$ cat src/rtl/qspi_rd_pkg.sv
package qspi_rd_pkg;

    typedef enum logic [2:0] {
        S_IDLE,
        S_CMD,
        S_ADDR,
        S_DUMMY,
        S_DATA,
        S_TAIL
    } seq_state_t;

    typedef enum logic [1:0] {
        RD_PLAIN = 2'b00,
        RD_FAST  = 2'b01,
        RD_QUAD  = 2'b10,
        RD_ALT   = 2'b11
    } rd_kind_t;

    function automatic logic [7:0] opcode_of(input logic [1:0] kind);
        case (kind)
            2'b01:   return 8'h0B;
            2'b10:   return 8'h6B;
            default: return 8'h03;
        endcase
    endfunction

    function automatic logic needs_dummy(input logic [1:0] kind);
        return (kind == 2'b01) || (kind == 2'b10);
    endfunction

endpackage

$ cat src/rtl/qspi_hdr_shifter.sv
module qspi_hdr_shifter #(
    parameter int W = 32
) (
    input  logic         clk,
    input  logic         rst_n,
    input  logic         load,
    input  logic [W-1:0] load_val,
    input  logic         shift,
    output logic         msb
);
    logic [W-1:0] sh_q;

    always_ff @(posedge clk or negedge rst_n) begin
        if (!rst_n) begin
            sh_q <= '0;
        end else if (load) begin
            sh_q <= load_val;
        end else if (shift) begin
            sh_q <= {sh_q[W-2:0], 1'b0};
        end
    end

    assign msb = sh_q[W-1];
endmodule

$ cat src/rtl/qspi_byte_gather.sv
module qspi_byte_gather (
    input  logic       clk,
    input  logic       rst_n,
    input  logic       clear,
    input  logic       sample,
    input  logic       quad,
    input  logic [3:0] lanes,
    output logic       done,
    output logic [7:0] byte_nx
);
    logic [7:0] acc_q;
    logic [2:0] cnt_q;
    logic       last;

    assign byte_nx = quad ? {acc_q[3:0], lanes} : {acc_q[6:0], lanes[1]};
    assign last    = quad ? (cnt_q == 3'd1) : (cnt_q == 3'd7);
    assign done    = sample && last;

    always_ff @(posedge clk or negedge rst_n) begin
        if (!rst_n) begin
            acc_q <= '0;
            cnt_q <= '0;
        end else if (clear) begin
            cnt_q <= '0;
        end else if (sample) begin
            acc_q <= byte_nx;
            cnt_q <= last ? 3'd0 : cnt_q + 3'd1;
        end
    end
endmodule

$ cat src/rtl/qspi_read_seq.sv
module qspi_read_seq
    import qspi_rd_pkg::*;
#(
    parameter int CNT_W      = 16,
    parameter int ADDR_W     = 24,
    parameter int CMD_W      = 8,
    parameter int DUMMY_CLKS = 8
) (
    input  logic              clk,
    input  logic              rst_n,
    input  logic              start,
    input  logic [1:0]        rd_kind,
    input  logic [ADDR_W-1:0] start_addr,
    input  logic [CNT_W-1:0]  byte_count,
    output logic              busy,
    output logic [7:0]        rd_data,
    output logic              rd_valid,
    input  logic              rd_ready,
    output logic              cs_n,
    output logic              sck,
    output logic              mosi,
    output logic              mosi_oe,
    input  logic [3:0]        io_in
);
    localparam int HDR_W = CMD_W + ADDR_W;
    localparam int BIT_W = $clog2(HDR_W);

    seq_state_t       state, state_nx;
    logic [1:0]       kind_q;
    logic [BIT_W-1:0] bit_cnt;
    logic [CNT_W-1:0] remain;
    logic             sck_q, cs_q, valid_q;
    logic [7:0]       out_q;
    logic             go, in_hdr, hdr_step, last_bit, cap, quad, done, hdr_msb;
    logic [7:0]       byte_nx;

    assign go       = (state == S_IDLE) && start && (byte_count != '0);
    assign in_hdr   = (state == S_CMD) || (state == S_ADDR) || (state == S_DUMMY);
    assign hdr_step = sck_q && in_hdr;
    assign last_bit = (bit_cnt == '0);
    assign cap      = (state == S_DATA) && !sck_q && (!valid_q || rd_ready);
    assign quad     = (kind_q == RD_QUAD);

    qspi_hdr_shifter #(.W(HDR_W)) u_hdr (
        .clk      (clk),
        .rst_n    (rst_n),
        .load     (go),
        .load_val ({opcode_of(rd_kind), start_addr}),
        .shift    (hdr_step),
        .msb      (hdr_msb)
    );

    qspi_byte_gather u_gather (
        .clk     (clk),
        .rst_n   (rst_n),
        .clear   (go),
        .sample  (cap),
        .quad    (quad),
        .lanes   (io_in),
        .done    (done),
        .byte_nx (byte_nx)
    );

    // next-state logic
    always_comb begin
        state_nx = state;
        unique case (state)
            S_IDLE:  if (go) state_nx = S_CMD;
            S_CMD:   if (hdr_step && last_bit) state_nx = S_ADDR;
            S_ADDR:  if (hdr_step && last_bit)
                         state_nx = needs_dummy(kind_q) ? S_DUMMY : S_DATA;
            S_DUMMY: if (hdr_step && last_bit) state_nx = S_DATA;
            S_DATA:  if (sck_q && remain == '0) state_nx = S_TAIL;
            S_TAIL:  state_nx = S_IDLE;
            default: state_nx = S_IDLE;
        endcase
    end

    // state register
    always_ff @(posedge clk or negedge rst_n) begin
        if (!rst_n) state <= S_IDLE;
        else        state <= state_nx;
    end

    // registered outputs and counters
    always_ff @(posedge clk or negedge rst_n) begin
        if (!rst_n) begin
            sck_q   <= 1'b0;
            cs_q    <= 1'b1;
            bit_cnt <= '0;
            remain  <= '0;
            kind_q  <= RD_PLAIN;
            valid_q <= 1'b0;
            out_q   <= '0;
        end else begin
            cs_q <= (state_nx == S_IDLE);
            unique case (state)
                S_IDLE: begin
                    sck_q <= 1'b0;
                    if (go) begin
                        kind_q  <= rd_kind;
                        remain  <= byte_count;
                        bit_cnt <= BIT_W'(CMD_W - 1);
                    end
                end
                S_CMD, S_ADDR, S_DUMMY: begin
                    sck_q <= !sck_q;
                    if (hdr_step) begin
                        if (last_bit)
                            bit_cnt <= (state == S_CMD) ? BIT_W'(ADDR_W - 1)
                                                        : BIT_W'(DUMMY_CLKS - 1);
                        else
                            bit_cnt <= bit_cnt - 1'b1;
                    end
                end
                S_DATA: begin
                    if (cap)        sck_q <= 1'b1;
                    else if (sck_q) sck_q <= 1'b0;
                    if (cap && done) remain <= remain - 1'b1;
                end
                S_TAIL:  sck_q <= 1'b0;
                default: sck_q <= 1'b0;
            endcase
            if (cap && done) begin
                valid_q <= 1'b1;
                out_q   <= byte_nx;
            end else if (rd_ready) begin
                valid_q <= 1'b0;
            end
        end
    end

    assign busy     = (state != S_IDLE);
    assign sck      = sck_q;
    assign cs_n     = cs_q;
    assign rd_valid = valid_q;
    assign rd_data  = out_q;
    assign mosi_oe  = in_hdr;
    assign mosi     = (state == S_CMD || state == S_ADDR) ? hdr_msb : 1'b0;

    a_r6_sck_idle_low: assert property (@(posedge clk) disable iff (!rst_n)
        cs_n |-> !sck);
    a_r2_oe_selected: assert property (@(posedge clk) disable iff (!rst_n)
        mosi_oe |-> !cs_n);
    a_r9_high_one_cycle: assert property (@(posedge clk) disable iff (!rst_n)
        sck |=> !sck);
    a_r7_hold_data: assert property (@(posedge clk) disable iff (!rst_n)
        (rd_valid && !rd_ready) |=> (rd_valid && $stable(rd_data)));
    a_r7_stall_clock: assert property (@(posedge clk) disable iff (!rst_n)
        (state == S_DATA && !sck && rd_valid && !rd_ready) |=> !sck);
    a_r8_zero_ignored: assert property (@(posedge clk) disable iff (!rst_n)
        (state == S_IDLE && start && byte_count == '0) |=> (!busy && cs_n));
    a_r6_cs_held: assert property (@(posedge clk) disable iff (!rst_n)
        (busy && state != S_TAIL) |=> !cs_n);
endmodule

$ cat config.mk
export PLATFORM = sky130hd
export DESIGN_NAME = qspi_read_seq
export DESIGN_NICKNAME = d
export VERILOG_FILES = /design/src/rtl/qspi_rd_pkg.sv /design/src/rtl/qspi_hdr_shifter.sv /design/src/rtl/qspi_byte_gather.sv /design/src/rtl/qspi_read_seq.sv
export SDC_FILE = /design/constraint.sdc
export NUM_CORES = 1
export LEC_CHECK = 0
export BUFFER_PORTS_ARGS = -buffer_cell sky130_fd_sc_hd__buf_2
export CORE_MARGIN = 2
export CORE_UTILIZATION = 50
export CTS_CLUSTER_DIAMETER = 150
export DETAILED_ROUTE_END_ITERATION = 7
export PLACE_DENSITY = 0.73
export SLEW_MARGIN = 10
export SYNTH_ARGS = -nofsm -noshare
export SYNTH_HDL_FRONTEND = slang
export SYNTH_SLANG_ARGS = --single-unit
$ cat constraint.sdc
create_clock -name clk -period 5.4 [get_ports clk]
set_input_delay 0.27 -clock clk [delete_from_list [all_inputs] [get_ports clk]]
set_output_delay 0.27 -clock clk [all_outputs]
set_load 0.05 [all_outputs]
Yosys cells after proc, flatten, opt, wreduce, memory -nomap -nowiden --
Cells that the tools add are included.
Operators by class: add/subtract/negate cells 3, bitwise gates (word level) 1, reduce and logical (&&, ||, !) cells 31, muxes and demuxes 28, order comparisons 0, multipliers 0, divide/modulo/power cells 0, shifts and indexed selects 0, eq/ne operators 13
Operators with widths (count):
- 2-to-1 mux 32 bit | 2
- 2-to-1 mux 16 bit | 2
- case mux 16 bit (2 select lines) | 1
- 2-to-1 mux 3 bit | 9
- 2-to-1 mux 5 bit | 4
- logical NOT 16 bit | 1
- nonzero test 16 bit | 1
- subtractor 16 x 1 -> 16 bit, second input constant | 1
- case mux 3 bit (5 select lines) | 1
- case mux 7 bit (2 select lines) | 1
- case mux 5 bit (2 select lines) | 1
- nonzero test 2 bit | 5
- logical AND 1 bit | 9
- 2-to-1 mux 8 bit | 1
- == test 3 x 1 -> 1 bit, second input constant | 2
- == test 3 x 2 -> 1 bit, second input constant | 2
- == test 3 bit, second input constant | 2
- logical NOT 3 bit | 2
- AND reduction 3 bit | 2
- logical NOT 5 bit | 1
- 2-to-1 mux 1 bit | 5
- subtractor 5 x 1 -> 5 bit, second input constant | 1
- == test 2 x 1 -> 1 bit, second input constant | 2
- == test 2 bit, second input constant | 2
- 10 further kinds | 16
Storage, ports and cells: bits in registers 79, bits in read-only memories 0, bits in writable memories 0, word-level logic and storage cells 87, output and inout bits 14, memories kept 0, latch bits 0, bits of input ports 50

Logic depth before layout (Yosys ltp) --
Gate-level depths: netlist (run 1).
depth in word-level cells 8, gate-level depth with buffers 9

Modules after synthesis --
From an unflattened synthesis (run 1), not the netlist that was laid out.
Unflattened totals: cell total of the unflattened synthesis 445, area total of the unflattened synthesis 4418.0 sq um
By module, submodules not included:
- qspi_read_seq | instances 1, seq. area each 927.1 sq um, cells each 260, area an instance 2303.5 sq um
- qspi_hdr_shifter | instances 1, seq. area each 800.8 sq um, cells each 139, area an instance 1512.7 sq um
- qspi_byte_gather | instances 1, seq. area each 250.2 sq um, cells each 46, area an instance 601.8 sq um

Worst setup path after synthesis (run 1) --
No wires, ideal clock.
path type flip-flop to output port, start register state[1], end output port mosi, data required time 5130 ps, cell stages (with the launch flop) 4, path buffers 1, data arrival time 1826 ps, slack 3304 ps, cells stage by stage dfrtp_1 > buf_2 > xnor2_1 > nor3b_1
Between the ends: cells in the longest elaborated chain, start to end 3, elaborated cells between the ends (all ways) 4
Ends and longest elaborated chain:
- start, declared | line qspi_read_seq.sv:28 | seq_state_t state, state_nx;
- start signal, assigned | line qspi_read_seq.sv:82 | else state <= state_nx;
- == test 3 x 1 -> 1 bit or == test 3 x 2 -> 1 bit (tied branches) | line qspi_read_seq.sv:139 | assign mosi = (state == S_CMD || state == S_ADDR) ? hdr_msb : 1'b0;
- logical OR 1 bit (*) | line qspi_read_seq.sv:139
- 2-to-1 mux 1 bit (*) | line qspi_read_seq.sv:139
- end, declared | line qspi_read_seq.sv:21 | output logic mosi,
Every way passes the cells marked *; elsewhere a longest branch is shown, timed or not.

Final worst setup path (run 1) --
start register kind_q[0], end register remain[3]
Between the ends: cells in the longest elaborated chain, start to end 6
Ends and longest elaborated chain:
- start, declared | line qspi_read_seq.sv:29 | logic [1:0] kind_q;
- start signal, assigned | line qspi_read_seq.sv:101 | kind_q <= rd_kind;
- == test 2 bit | line qspi_read_seq.sv:42 | assign quad = (kind_q == RD_QUAD);
- 2-to-1 mux 1 bit | line qspi_byte_gather.sv:16 | assign last = quad ? (cnt_q == 3'd1) : (cnt_q == 3'd7);
- logical AND 1 bit | line qspi_byte_gather.sv:17 | assign done = sample && last;
- logical AND 1 bit | line qspi_read_seq.sv:119 | if (cap && done) remain <= remain - 1'b1;
- != test 2 x 1 -> 1 bit (no line)
- AND reduction 3 bit (no line)
- end signal, assigned | line qspi_read_seq.sv:102 | remain <= byte_count;
- end signal, assigned | line qspi_read_seq.sv:119
- end, declared | line qspi_read_seq.sv:31 | logic [CNT_W-1:0] remain;
Every way passes these cells. A chain may end at the register's enable or synchronous reset.

==> impl_metrics.ini, run 1 <==
[sta]
finalCritPeriodShare_pct = 45.7
clock-skew-final_ns = 0.00693
fmax_mhz = 405
grt_setup_unrepaired = false
finalSetupViolCount = 0
holdWs_ns = 0.0612
worstMarginPinSlew_ns = 1.03
timing.setup.tns_ns = 0
hold_viol = 0
slew_violations = 0
min_period_ns = 2.47
slew_headroom_pct = 31.5

[layout]
antenna_cells = 0
post-route-util_pct = 57.6
drive_gt1_share_pct = 22.5
final_cell_mix = 78 x dfrtp_1, 62 x buf_2, 50 x nand2_1
filler_cell_count = 698
fin_area_sq_um = 4710
fin_nets = 510
final_common_cell = dfrtp_1
layout-area-overhead-vs-synth_pct = 12.6

[clock_network]
cts_setup_buffers = 0
numCtsBuffers = 9
postCtsResizedCells = 0
cts.path.max_buffers = 2
cts_root_buf = clkbuf_8
h-tree-depth = 3
cts.sinks = 79
cts_tree = built
clk_pin_slew_ns = 0.08
ctsHoldBuffers = 0
clk-insertion-delay-late_ns = 0.36

[global_route]
grt_max_degree = 80
grt_pass1_vias = 3306
grt_usage_pct = 23.1
grt_overflow = 0
grt_pass1_wl_um = 16300
antenna_found_initial = 0

[drt]
via_count = 3456
first_pass_iters = 5
drt-met1-wl_um = 4450
route.detailed.drc = 0
viasPerCell = 6.14
drt-total-wl_um = 9730
drt_iter0_drc = 187
highest_layer = met4
routedWlPerCell_um = 17.3
dr_wl_met3_um = 483
dr_wl_met2_um = 4670
ant_nets = 0

[synthesis]
synth.distinct_cells = 70
synth_warnings = 0
netlist_area_sq_um = 4180
synthAdderAreaFrac_pct = 2.10
synthMuxAreaShare_pct = 3.20
synth_edf_count = 0
synth_fp_nets = 461
async_flop_share_pct = 100
ys_ff_latch = 79
avgSynthCellArea_sq_um = 10.3
synth_ff_type = dfrtp_1
synth_xor_area_share_pct = 0.210
synth_compound_area_share_pct = 21.0
synthCells = 404
synth_top_family_by_area = simple AND/OR/NAND/NOR gates
synthSimpleGateAreaFrac_pct = 21.4
ys_seq_area_share_pct = 47.3

[floorplanning]
ios = 64
die_w_um = 95.4
die_area_sq_um = 9110
core_sq_um = 8180
dieHeight_um = 95.4
start_util_pct = 51.1
rows = 33

[placed_design]
hpwlAfterDp_um = 6510
placed_area_sq_um = 4500
io_buffers = 63
place.gp.congestion = 0.875

[pwr]
leakagePower_nw = 2.16
powerDensity_nw_per_um2 = 233
peakVddDrop_mv = 0.133
power.total_w = 0.00110

[worst_setup_path]
reg2reg_from = kind_q[0]
timing.rr.end = remain[3]
crit_type = reg2reg
worstPathRequired_ns = 5.60
end_kind = flip-flop
r2r_cells = 6
critPathMaxFanout = 12
r2r_setup_slack_ns = 2.93
start_kind = flip-flop
crit_start = kind_q[0]
cp.arrival_ns = 2.66

[worst_hold_path]
min_path_type = in2async

[run]
maxCapViolations = 0

[run_status]
status = finished clean
worst max-delay path, stage by stage (launching register included):
cell	delay, ns
dfrtp_1	0.37
inv_1	0.07
ha_1	0.52
and4b_1	0.30
o2111a_1	0.32
a21oi_2	0.51
o221ai_1	0.21
layout make-up:
type,instances,area [sq um],area share [%]
inverter,12,45.0,0.957
multi-input combinational,285,2010,42.6
clock buffer,10,138,2.92
sequential,79,1980,42.0
tap,105,131,2.79
clock inverter,6,68.8,1.46
timing repair buffer,66,340,7.23
per-stage QoR:
step                setup slack [ns]  cells
finish                          2.93    563
global route                    2.74    563
CTS                             2.93    563
detailed placement              2.96    547
global placement                3.03    547
floorplan                       3.30    404
worst max-delay path by stage:
stage,cells after the start,slack (ns),endpoint
floorplan,3,3.30,mosi
detailed placement,6,2.96,remain[10]
global route,6,2.74,remain[13]
finish,6,2.93,remain[3]
global placement,6,3.03,remain[7]
CTS,6,2.93,remain[3]
state kept, by name, indices dropped and copies added, names as in the netlist, 2 cells and up:
signal,count
kind_q,2
u_hdr.sh_q,32
u_gather.acc_q,7
u_gather.cnt_q,3
state,3
remain,16
bit_cnt,5
rd_data,8
cells in the mapped netlist (3+ instances only):
cell / n / area, sq um
a21oi_1: 13 / 65.1
nand3b_1: 3 / 22.5
o221ai_1: 12 / 105
and3_1: 25 / 156
o211ai_1: 5 / 37.5
o21ai_1: 16 / 80.1
ha_1: 7 / 87.6
buf_4: 3 / 22.5
nand3_1: 15 / 75.1
mux2i_1: 10 / 100
inv_1: 10 / 37.5
nand4_1: 4 / 25.0
o21ai_0: 9 / 45.0
nor2_1: 14 / 52.6
a2bb2oi_1: 3 / 26.3
nor3_1: 9 / 45.0
o311ai_0: 3 / 26.3
a221o_1: 24 / 240
buf_6: 3 / 33.8
buf_2: 14 / 70.1
a22oi_1: 4 / 30.0
clkbuf_1: 8 / 30.0
dfrtp_1: 78 / 1950
nor4_4: 4 / 85.1
nand2_1: 50 / 188
layer usage:
layer	vias up	GRT usage, %
met4	0	10.0
met1	1712	33.2
li1	1640	-
met3	12	2.92
met2	92	35.6
met5	-	0
report_power, final:
| part | leakage, nW | internal (W) | total (W) | switching, W |
|---|---|---|---|---|
| Sequential | 1.02 | 0.000591 | 0.000591 | 0 |
| Clock | 0.103 | 0.000229 | 0.000464 | 0.000235 |
| Combinational | 1.04 | 0.0000180 | 0.0000441 | 0.0000261 |
kinds of logic after synthesis:
| kind of cell | count (synthesis) |
|---|---|
| and+or+nand+nor | 151 |
| AOI/OAI and AO/OA | 113 |
| DFF | 79 |
| buffers and inverters | 40 |
| muxes | 13 |
| adders and majority gates | 7 |
| xor gates and xnor gates | 1 |
Note: power is estimated with default switching activity, not from simulation.
==> run 2, diff against run 1 <==
==> constraint.sdc (replaced) <==
create_clock -name clk -period 2.3 [get_ports clk]
set_input_delay 0.115 -clock clk [delete_from_list [all_inputs] [get_ports clk]]
set_output_delay 0.115 -clock clk [all_outputs]
set_load 0.05 [all_outputs]
==> run 2 against run 1 <==
  * Via count rose by 1.5%
  * Clock-buffer cell count did not move
  * Clock skew rose by 0.0044 ns
  * Die area did not move
  * Routed wire length rose by 0.11%
  * Power rose by 140%
  * Sequential share of layout area fell by 2.4 points
  * Cell count rose by 5.3%
  * Combinational power rose to 3.0 times the previous value
  * Non-clock buffer count rose by 30
  * Fmax rose by 18%
  * Highest routed layer unchanged
==> impl_metrics.ini, run 2 (same netlist as run 1, synthesis figures left out) <==
[layout]
final_cell_mix = 78 x dfrtp_1, 62 x buf_2, 50 x nand2_1
top_register = u_hdr.sh_q
post-route-util_pct = 61.1
final_common_cell = dfrtp_1
filler_cell_count = 691
fin_nets = 540
antenna_cells = 0
largest_reg_flops = 32
layout-area-overhead-vs-synth_pct = 19.5
drive_gt1_share_pct = 22.5

[floorplanning]
ios = 64
die_area_sq_um = 9110
start_util_pct = 51.1
core_sq_um = 8180
die_w_um = 95.4
dieHeight_um = 95.4
rows = 33

[global_route]
grt_overflow = 0
antenna_found_initial = 0
grt_max_degree = 80
grt_pass1_vias = 3405
grt_pass1_wl_um = 16200
grt_usage_pct = 22.8

[pwr]
netSwitchingFraction_pct = 21.9
power.total_w = 0.00264
peakVddDrop_mv = 0.296
comb_power_share_pct = 5.0
powerDensity_nw_per_um2 = 529
p_int_w = 0.00206
p_seq_share_pct = 52.6
clkPwrFrac_pct = 42.4
p_switching_w = 0.000579
leakagePower_nw = 2.29

[run_status]
status = finished clean

[worst_setup_path]
worstPathRequired_ns = 2.55
critPathMaxFanout = 12
start_kind = flip-flop
timing.rr.end = remain[9]
critical_path.slowest_cell = dfrtp_1
r2r_setup_slack_ns = 0.21
reg2reg_from = state[1]
r2r_cells = 4
cp.arrival_ns = 2.33
worst-path-buf-inv = 0
crit_family = simple AND/OR/NAND/NOR gates
max_stage_delay_ns = 0.53
end_kind = flip-flop
path_cells = nor3_2, and2_1, nand2_1, a221oi_1
crit_type = reg2reg

[sta]
slew_headroom_pct = 32.2
clock-skew-final_ns = 0.0113
finalCritPeriodShare_pct = 90.8
fmax_mhz = 479
worstMarginPinSlew_ns = 1.02
min_period_ns = 2.09
grt_setup_unrepaired = false
slew_violations = 0
hold_viol = 0
setup_slack_ns = 0.211
timing.setup.tns_ns = 0
finalSetupViolCount = 0

[clock_network]
cts_tree = built
numCtsBuffers = 9
h-tree-depth = 3
postCtsResizedCells = 0
cts.path.max_buffers = 2
cts.sinks = 79
clk-insertion-delay-late_ns = 0.35
cts_setup_buffers = 0
clk_pin_slew_ns = 0.08
ctsHoldBuffers = 22
cts_root_buf = clkbuf_8

[placed_design]
io_buffers = 63
hpwlAfterDp_um = 6440
post-place-ws_ns = 0.286
place.gp.congestion = 0.979

[drt]
route.detailed.drc = 0
via_count = 3508
first_pass_iters = 4
routedWlPerCell_um = 16.4
drt-total-wl_um = 9740
ant_nets = 0
viasPerCell = 5.92
drt_iter0_drc = 194

[worst_hold_path]
holdCritStartpoint = start_addr[11]
min_path_type = in2reg
min_to = u_hdr.sh_q[11]
hold_path_depth = 2

[run]
maxCapViolations = 0
==> run 2: stage by stage <==
stage | cell area, sq um | instances | hold WS (ns)
finish | 4990 | 593 | 0.0107
global route | 4990 | 593 | 0.0182
CTS | 4990 | 593 | 0.00124
detailed placement | 4560 | 555 | 0.351
global placement | 4560 | 555 | 0.348
floorplan | 4180 | 404 | -0.181
==> run 2: how the worst max path moves through the flow <==
stage / slack (ns) / to / from / cells after the start
after global placement: 0.32 / remain[9] / state[1] / 4
after CTS: 0.25 / u_hdr.sh_q[8] / state[1] / 4
after global routing: 0.06 / remain[9] / state[1] / 4
after detailed placement: 0.29 / u_hdr.sh_q[22] / state[1] / 4
after floorplan: 0.36 / mosi / state[1] / 3
final: 0.21 / remain[9] / state[1] / 4
==> run 2: power by group through the flow <==
stage                     clock, W  sequential [W]  combinational [W]
final                      0.00112         0.00139           0.000132
after floorplan                  0         0.00142          0.0000189
after global placement           0         0.00142           0.000105
after detailed placement         0         0.00142           0.000105
after global routing       0.00120         0.00139           0.000147
after CTS                  0.00115         0.00139           0.000135
==> run 2: metal layers <==
| metal | vias up | global-route usage, % | wire (um) |
|---|---|---|---|
| met3 | 18 | 4.98 | 529 |
| li1 | 1702 | - | - |
| met4 | 0 | 8.69 | 201 |
| met2 | 109 | 35.6 | 4600 |
| met5 | - | 0 | 0 |
| met1 | 1679 | 31.3 | 4410 |
==> run 2: layout make-up <==
type / count / area [sq um] / area share (%)
clock buffer: 10 / 128 / 2.56
clock inverter: 6 / 85.1 / 1.70
inverter: 12 / 45.0 / 0.902
multi-input combinational: 285 / 2010 / 40.2
sequential: 79 / 1980 / 39.6
tap: 105 / 131 / 2.63
timing repair buffer: 96 / 621 / 12.4
